### src/rtl/cs_pkg.sv
package cs_pkg;

  localparam int COEF_W = 12;
  localparam int BYTE_W = 8;
  localparam int NIB_W  = 4;

  // Position inside a three-byte group carrying two coefficients
  typedef enum logic [1:0] {
    PH_HEAD  = 2'd0,  // upper 8 bits of the even word
    PH_SPLIT = 2'd1,  // low nibble of even word, high nibble of odd word
    PH_TAIL  = 2'd2   // lower 8 bits of the odd word
  } phase_t;

  function automatic logic [COEF_W-1:0] join_even(input logic [BYTE_W-1:0] hi,
                                                   input logic [BYTE_W-1:0] mid);
    return {hi, mid[BYTE_W-1:NIB_W]};
  endfunction

  function automatic logic [COEF_W-1:0] join_odd(input logic [NIB_W-1:0] hi,
                                                 input logic [BYTE_W-1:0] lo);
    return {hi, lo};
  endfunction

endpackage

### src/rtl/cs_buf.sv
// Shadow store for staged coefficients: one write port, one registered
// read port, no reset on the array so it maps onto block or distributed RAM.
module cs_buf #(
  parameter int DEPTH = 8,
  parameter int W     = 12,
  localparam int IW   = (DEPTH > 1) ? $clog2(DEPTH) : 1
) (
  input  logic          clk,
  input  logic          we,
  input  logic [IW-1:0] widx,
  input  logic [W-1:0]  wdata,
  input  logic          re,
  input  logic [IW-1:0] ridx,
  output logic [W-1:0]  rdata
);

  logic [W-1:0] mem [DEPTH];

  always_ff @(posedge clk) begin
    if (we) mem[widx] <= wdata;
  end

  always_ff @(posedge clk) begin
    if (re) rdata <= mem[ridx];
  end

endmodule

### src/rtl/cs_unpack.sv
// Byte parser: tracks the transfer, unpacks 12-bit words, decides ACK/NACK
// and signals the commit engine when a transfer ends.
module cs_unpack
  import cs_pkg::*;
#(
  parameter int DEPTH  = 8,
  parameter int AW     = 8,
  localparam int IW    = (DEPTH > 1) ? $clog2(DEPTH) : 1,
  localparam int CNTW  = $clog2(DEPTH + 1)
) (
  input  logic              clk,
  input  logic              rst,
  input  logic              byte_vld,
  input  logic [BYTE_W-1:0] byte_data,
  input  logic              start_evt,
  input  logic              stop_evt,
  input  logic              busy,
  output logic              ack,
  output logic              bw_en,
  output logic [IW-1:0]     bw_idx,
  output logic [COEF_W-1:0] bw_data,
  output logic              go,
  output logic [AW-1:0]     go_addr,
  output logic [CNTW-1:0]   go_cnt
);

  logic              active;     // between START and STOP
  logic              have_addr;  // start address byte already taken
  logic              halted;     // a byte of this transfer was refused
  phase_t            ph;
  logic [CNTW-1:0]   cnt;        // complete words staged in this transfer
  logic [BYTE_W-1:0] hold;
  logic [AW-1:0]     saddr;

  logic take, fits, good, end_evt;

  always_comb begin
    end_evt = stop_evt | (start_evt & active);
    take    = byte_vld & ~start_evt & ~stop_evt;
    // the first bit of every data byte lands in word index cnt
    fits    = cnt < CNTW'(DEPTH);
    good    = take & active & ~busy & ~halted & (~have_addr | fits);
  end

  assign go      = end_evt & (cnt != '0);
  assign go_addr = saddr;
  assign go_cnt  = cnt;

  always_ff @(posedge clk) begin
    if (rst) begin
      active    <= 1'b0;
      have_addr <= 1'b0;
      halted    <= 1'b0;
      ph        <= PH_HEAD;
      cnt       <= '0;
      hold      <= '0;
      saddr     <= '0;
      ack       <= 1'b0;
      bw_en     <= 1'b0;
      bw_idx    <= '0;
      bw_data   <= '0;
    end else begin
      bw_en <= 1'b0;
      if (byte_vld) ack <= good;
      if (take & active & ~good) halted <= 1'b1;

      if (good) begin
        if (!have_addr) begin
          saddr     <= AW'(byte_data);
          have_addr <= 1'b1;
        end else begin
          case (ph)
            PH_HEAD: begin
              hold <= byte_data;
              ph   <= PH_SPLIT;
            end
            PH_SPLIT: begin
              bw_en   <= 1'b1;
              bw_idx  <= IW'(cnt);
              bw_data <= join_even(hold, byte_data);
              hold    <= {{(BYTE_W-NIB_W){1'b0}}, byte_data[NIB_W-1:0]};
              cnt     <= cnt + CNTW'(1);
              ph      <= PH_TAIL;
            end
            PH_TAIL: begin
              bw_en   <= 1'b1;
              bw_idx  <= IW'(cnt);
              bw_data <= join_odd(hold[NIB_W-1:0], byte_data);
              cnt     <= cnt + CNTW'(1);
              ph      <= PH_HEAD;
            end
            default: ph <= PH_HEAD;
          endcase
        end
      end

      if (start_evt) begin
        active    <= 1'b1;
        have_addr <= 1'b0;
        halted    <= 1'b0;
        ph        <= PH_HEAD;
        cnt       <= '0;
      end else if (stop_evt) begin
        active    <= 1'b0;
        have_addr <= 1'b0;
        halted    <= 1'b0;
        ph        <= PH_HEAD;
        cnt       <= '0;
      end
    end
  end

  // the staged count never exceeds the buffer
  a_r3_no_overflow: assert property (@(posedge clk) disable iff (rst)
    cnt <= CNTW'(DEPTH))
    else $error("staged count beyond buffer depth");

  // once refused, later bytes of the same transfer stay refused
  a_r3_sticky_nack: assert property (@(posedge clk) disable iff (rst)
    (halted && active && byte_vld && !start_evt && !stop_evt) |=> !ack)
    else $error("byte accepted after a refusal");

  // bytes offered during a commit are refused
  a_r7_busy_nack: assert property (@(posedge clk) disable iff (rst)
    (byte_vld && busy) |=> !ack)
    else $error("byte accepted while busy");

  // bytes outside a transfer are refused
  a_r9_idle_nack: assert property (@(posedge clk) disable iff (rst)
    (byte_vld && !active) |=> !ack)
    else $error("byte accepted outside a transfer");

endmodule

### src/rtl/cs_commit.sv
// Commit engine: replays staged words into coefficient memory, one per clock.
module cs_commit #(
  parameter int DEPTH  = 8,
  parameter int AW     = 8,
  localparam int IW    = (DEPTH > 1) ? $clog2(DEPTH) : 1,
  localparam int CNTW  = $clog2(DEPTH + 1)
) (
  input  logic            clk,
  input  logic            rst,
  input  logic            go,
  input  logic [AW-1:0]   go_addr,
  input  logic [CNTW-1:0] go_cnt,
  output logic            busy,
  output logic            rd_en,
  output logic [IW-1:0]   rd_idx,
  output logic            ram_we,
  output logic [AW-1:0]   ram_addr
);

  logic [IW-1:0] cidx;
  logic [IW-1:0] last_idx;
  logic [AW-1:0] caddr;

  assign rd_en  = busy;
  assign rd_idx = cidx;

  always_ff @(posedge clk) begin
    if (rst) begin
      busy     <= 1'b0;
      ram_we   <= 1'b0;
      ram_addr <= '0;
      cidx     <= '0;
      last_idx <= '0;
      caddr    <= '0;
    end else begin
      ram_we <= busy;
      if (busy) begin
        ram_addr <= caddr;
        caddr    <= caddr + AW'(1);   // wraps at the address width
        cidx     <= cidx + IW'(1);
        if (cidx == last_idx) busy <= 1'b0;
      end
      if (go) begin
        busy     <= 1'b1;
        caddr    <= go_addr;
        cidx     <= '0;
        last_idx <= IW'(go_cnt) - IW'(1);
      end
    end
  end

  // back-to-back writes step the address by one
  a_r4_addr_step: assert property (@(posedge clk) disable iff (rst)
    (ram_we && $past(ram_we)) |-> (ram_addr == $past(ram_addr) + AW'(1)))
    else $error("write address did not advance by one");

  // busy falls exactly when the last write is presented
  a_r4_tail_write: assert property (@(posedge clk) disable iff (rst)
    $fell(busy) |-> ram_we)
    else $error("busy fell without a final write");

  // a new commit is only launched from idle
  a_r7_go_idle: assert property (@(posedge clk) disable iff (rst)
    go |-> !busy)
    else $error("commit launched while busy");

endmodule

### src/rtl/coef_stager.sv
module coef_stager #(
  parameter int DEPTH = 8,
  parameter int AW    = 8,
  localparam int IW   = (DEPTH > 1) ? $clog2(DEPTH) : 1,
  localparam int CNTW = $clog2(DEPTH + 1),
  localparam int CW   = cs_pkg::COEF_W
) (
  input  logic          clk,
  input  logic          rst,
  input  logic          byte_vld,
  input  logic [7:0]    byte_data,
  input  logic          start_evt,
  input  logic          stop_evt,
  output logic          ack,
  output logic          busy,
  output logic          ram_we,
  output logic [AW-1:0] ram_addr,
  output logic [CW-1:0] ram_wdata
);

  logic            bw_en;
  logic [IW-1:0]   bw_idx;
  logic [CW-1:0]   bw_data;
  logic            go;
  logic [AW-1:0]   go_addr;
  logic [CNTW-1:0] go_cnt;
  logic            rd_en;
  logic [IW-1:0]   rd_idx;

  cs_unpack #(.DEPTH(DEPTH), .AW(AW)) u_unpack (
    .clk       (clk),
    .rst       (rst),
    .byte_vld  (byte_vld),
    .byte_data (byte_data),
    .start_evt (start_evt),
    .stop_evt  (stop_evt),
    .busy      (busy),
    .ack       (ack),
    .bw_en     (bw_en),
    .bw_idx    (bw_idx),
    .bw_data   (bw_data),
    .go        (go),
    .go_addr   (go_addr),
    .go_cnt    (go_cnt)
  );

  cs_buf #(.DEPTH(DEPTH), .W(CW)) u_buf (
    .clk   (clk),
    .we    (bw_en),
    .widx  (bw_idx),
    .wdata (bw_data),
    .re    (rd_en),
    .ridx  (rd_idx),
    .rdata (ram_wdata)
  );

  cs_commit #(.DEPTH(DEPTH), .AW(AW)) u_commit (
    .clk      (clk),
    .rst      (rst),
    .go       (go),
    .go_addr  (go_addr),
    .go_cnt   (go_cnt),
    .busy     (busy),
    .rd_en    (rd_en),
    .rd_idx   (rd_idx),
    .ram_we   (ram_we),
    .ram_addr (ram_addr)
  );

endmodule

### config.mk
export PLATFORM = sky130hd
export DESIGN_NAME = coef_stager
export DESIGN_NICKNAME = d
export VERILOG_FILES = /design/src/rtl/cs_pkg.sv /design/src/rtl/cs_buf.sv /design/src/rtl/cs_unpack.sv /design/src/rtl/cs_commit.sv /design/src/rtl/coef_stager.sv
export SDC_FILE = /design/constraint.sdc
export NUM_CORES = 1
export LEC_CHECK = 0
export ABC_AREA = 0
export BUFFER_PORTS_ARGS = -buffer_cell sky130_fd_sc_hd__buf_2
export CAP_MARGIN = 20
export CORE_MARGIN = 3
export CORE_UTILIZATION = 55
export CTS_BUF_LIST = sky130_fd_sc_hd__clkbuf_8
export CTS_CLUSTER_DIAMETER = 120
export CTS_CLUSTER_SIZE = 8
export DETAILED_ROUTE_END_ITERATION = 16
export MAX_ROUTING_LAYER = met4
export PLACE_DENSITY = 0.69
export SYNTH_ARGS = -nofsm -noshare
export SYNTH_HDL_FRONTEND = slang
export SYNTH_SLANG_ARGS = --single-unit
export TNS_END_PERCENT = 5
### constraint.sdc
create_clock -name clk -period 3.6 [get_ports clk]
set_input_delay 0.9 -clock clk [delete_from_list [all_inputs] [get_ports clk]]
set_output_delay 0.9 -clock clk [all_outputs]
set_load 0.005 [all_outputs]
==> impl_metrics.py <==
metrics = {
    "clock_tree": {
        "cts_resized": 0,
        "cts.clk_slew.worst_paths_ns": 0.09,
        "htree_levels": 4,
        "cts.sinks": 174,
        "clk-insertion-delay-late_ns": 0.45,
        "clock-root-buffer": "clkbuf_8",
        "cts_buffer_depth": 2,
        "cts_buffers": 17,
        "holdBufCountCts": 0,
        "tritoncts": "built",
        "post_cts_buffers": 0,
    },
    "route": {
        "highest_layer": "met4",
        "wl_met1_um": 6225,
        "drt_pass1_iterations": 5,
        "wl_per_cell_um": 19.18,
        "wl_met2_um": 6580,
        "wl_met3_um": 754,
        "vias_per_cell": 5.975,
        "via_count": 4278,
        "totalWireLength_um": 13740,
        "ant_nets": 0,
        "drt_iter0_drc": 404,
        "drc": 0,
    },
    "die": {
        "row_count": 40,
        "core_sq_um": 12310,
        "dieHeight_um": 119.8,
        "dieArea_sq_um": 14340,
        "start_util_pct": 57.80,
        "fp.dieW_um": 119.8,
        "io_pins": 36,
    },
    "final_layout": {
        "drive_above_1_share_pct": 24.45,
        "nets": 556,
        "synthToLayoutAreaGrowth_pct": 10.74,
        "mostFrequentLayoutCells": "108 x edfxtp_1, 64 x dfxtp_1, 40 x a21oi_1",
        "layout_commonest_cell": "edfxtp_1",
        "n_antenna_cell": 0,
    },
    "sta": {
        "fmax_ghz": 0.3984,
        "drv_slew": 0,
        "slew_headroom_pct": 37.03,
        "setup_tns_ns": 0,
        "worst_hold_slack_ns": 0.4736,
        "rsz0062_at_grt": "no",
        "setup_viol": 0,
        "finalCritPeriodShare_pct": 69.72,
        "fin_worst_skew_ns": 0.009731,
        "finalHoldViolations": 0,
        "tightest_slew_ns": 0.9446,
        "fin_crit_ns": 2.510,
    },
    "synth": {
        "synth-edff-count": 108,
        "synth_nets": 527,
        "yosysWarnings": 0,
        "async_reset_ff_share_pct": 0,
        "seq_area_frac_synth_pct": 64.14,
        "synth_ff_type": "edfxtp_1",
        "syn_avg_cell_area_sq_um": 14.06,
        "syn_inst": 506,
        "ys_types": 39,
        "syn-cell-area_sq_um": 7117,
        "ys_ff_latch": 174,
    },
    "setup_path": {
        "start_kind": "flip-flop",
        "end_kind": "flip-flop",
        "r2r_slack_ns": 1.09,
        "required_ns": 3.95,
        "path_common_cell": "inv_1",
        "path_cells": "inv_1 -> ha_1 -> inv_1 -> or4_4 -> mux2_4",
        "crit_type": "flip-flop to flip-flop",
        "critical-path-max-stage-delay_ns": 0.65,
        "arrival_ns": 2.86,
        "cpMaxStageDelayCell": "or4_4",
        "crit_fanout": 17,
    },
    "global_route": {
        "grtUsageTotal_pct": 20.71,
        "grt_pass1_wl_um": 22090,
        "grt_pass1_vias": 4115,
        "antenna_found_initial": 0,
        "grt_max_degree": 61,
        "grt_overflow": 0,
    },
    "pwr": {
        "leakagePower_nw": 2.627,
        "vdd_drop_max_v": 0.0003226,
        "powerDensity_nw_per_um2": 438.4,
        "total_power_mw": 3.455,
    },
    "min_path": {
        "hp-class": "flip-flop to flip-flop",
    },
    "outcome": {
        "status": "completed",
    },
    "place": {
        "portBuffers": 35,
        "place_congestion": 0.7844,
        "hpwlAfterDp_um": 8604,
    },
    "job": {
        "max-cap-violations": 0,
    },
}
==> metrics by stage <==
step	utilization [%]	std cells	worst slack, ns	cell area [sq um]
2_1_floorplan	-	506	1.426	7117
3_3_place_gp	60.58	682	1.161	7458
3_5_place_dp	60.58	682	1.129	7458
4_1_cts	63.73	714	1.119	7846
5_1_grt	64.01	716	0.9359	7881
6_report	64.01	716	1.090	7881
==> state kept, by name, summed over array words and instances, names as in the netlist, 4 cells and up <==
signal and cells:
u_commit.ram_addr 8, u_buf.rdata 12, u_unpack.bw_data 12, u_unpack.go_addr 8, u_unpack.hold 8, u_unpack.go_cnt 4, u_commit.caddr 8, u_buf.mem 96
==> cell families after synthesis <==
logic type | count (synthesis) | share of synthesized area (%)
compound gates | 92 | 8.070
xor+xnor | 9 | 1.108
fa+ha+maj | 8 | 1.407
buf+inv | 49 | 2.883
flops | 174 | 64.14
mux | 62 | 13.43
simple gates | 112 | 8.966
==> path summary, 6_finish.rpt <==
check | end | cells after the start | from
max | u_unpack.go_cnt[0] | 5 | u_unpack.ph[0]
min | u_unpack.hold[4] | 2 | u_unpack.hold[4]
max reg2reg | u_unpack.go_cnt[0] | 5 | u_unpack.ph[0]
min reg2reg | u_unpack.hold[4] | 2 | u_unpack.hold[4]
==> where the power goes <==
part           total [mW]  switching (mW)  internal [mW]
sequential           2.09         0.00190           2.09
combinational      0.0495          0.0330         0.0165
clock                1.31           0.668          0.645
==> synth_stat cells (2+ instances only) <==
cell type,count,area share (%)
a211oi_1,6,0.63
a21oi_1,40,2.8
a311oi_1,3,0.37
buf_1,3,0.16
buf_2,17,1.2
clkbuf_1,21,1.1
dfxtp_1,66,19
edfxtp_1,108,46
ha_1,8,1.4
inv_1,8,0.42
mux2_2,24,3.8
mux2i_1,13,1.8
mux4_2,24,7.6
nand2_1,13,0.69
nand2b_1,4,0.35
nand3_1,4,0.28
nand4_1,27,2.4
nand4b_1,8,0.98
nor2_1,22,1.2
nor2b_1,3,0.26
nor3_1,14,0.98
nor4_1,2,0.18
o21ai_0,8,0.56
o31ai_1,32,3.4
or2_2,2,0.18
or3_1,6,0.53
xnor2_1,2,0.25
xor2_1,7,0.86
==> worst max-delay path, delay by kind of cell (launching register included) <==
family	cells	cell delay (ns)
buffers and inverters	2	0.48
DFF	1	0.36
and+or+nand+nor	1	0.65
adders and majority gates	1	0.61
muxes	1	0.31
==> final cells by class <==
type / instances / area (sq um)
sequential: 174 / 4567
fill: 961 / 4431
multi-input combinational: 283 / 2371
timing repair buffer: 51 / 315.3
clock buffer: 19 / 261.5
tap: 168 / 210.2
clock inverter: 13 / 126.4
inverter: 8 / 30.03
==> metal layers <==
layer / vias to the layer above / track usage, %
met1: 2125 / 28.73
met4: 0 / 7.087
met5: - / -
met2: 112 / 30.72
met3: 19 / 4.571
li1: 2022 / -
Power figures use the tool's default switching activity.
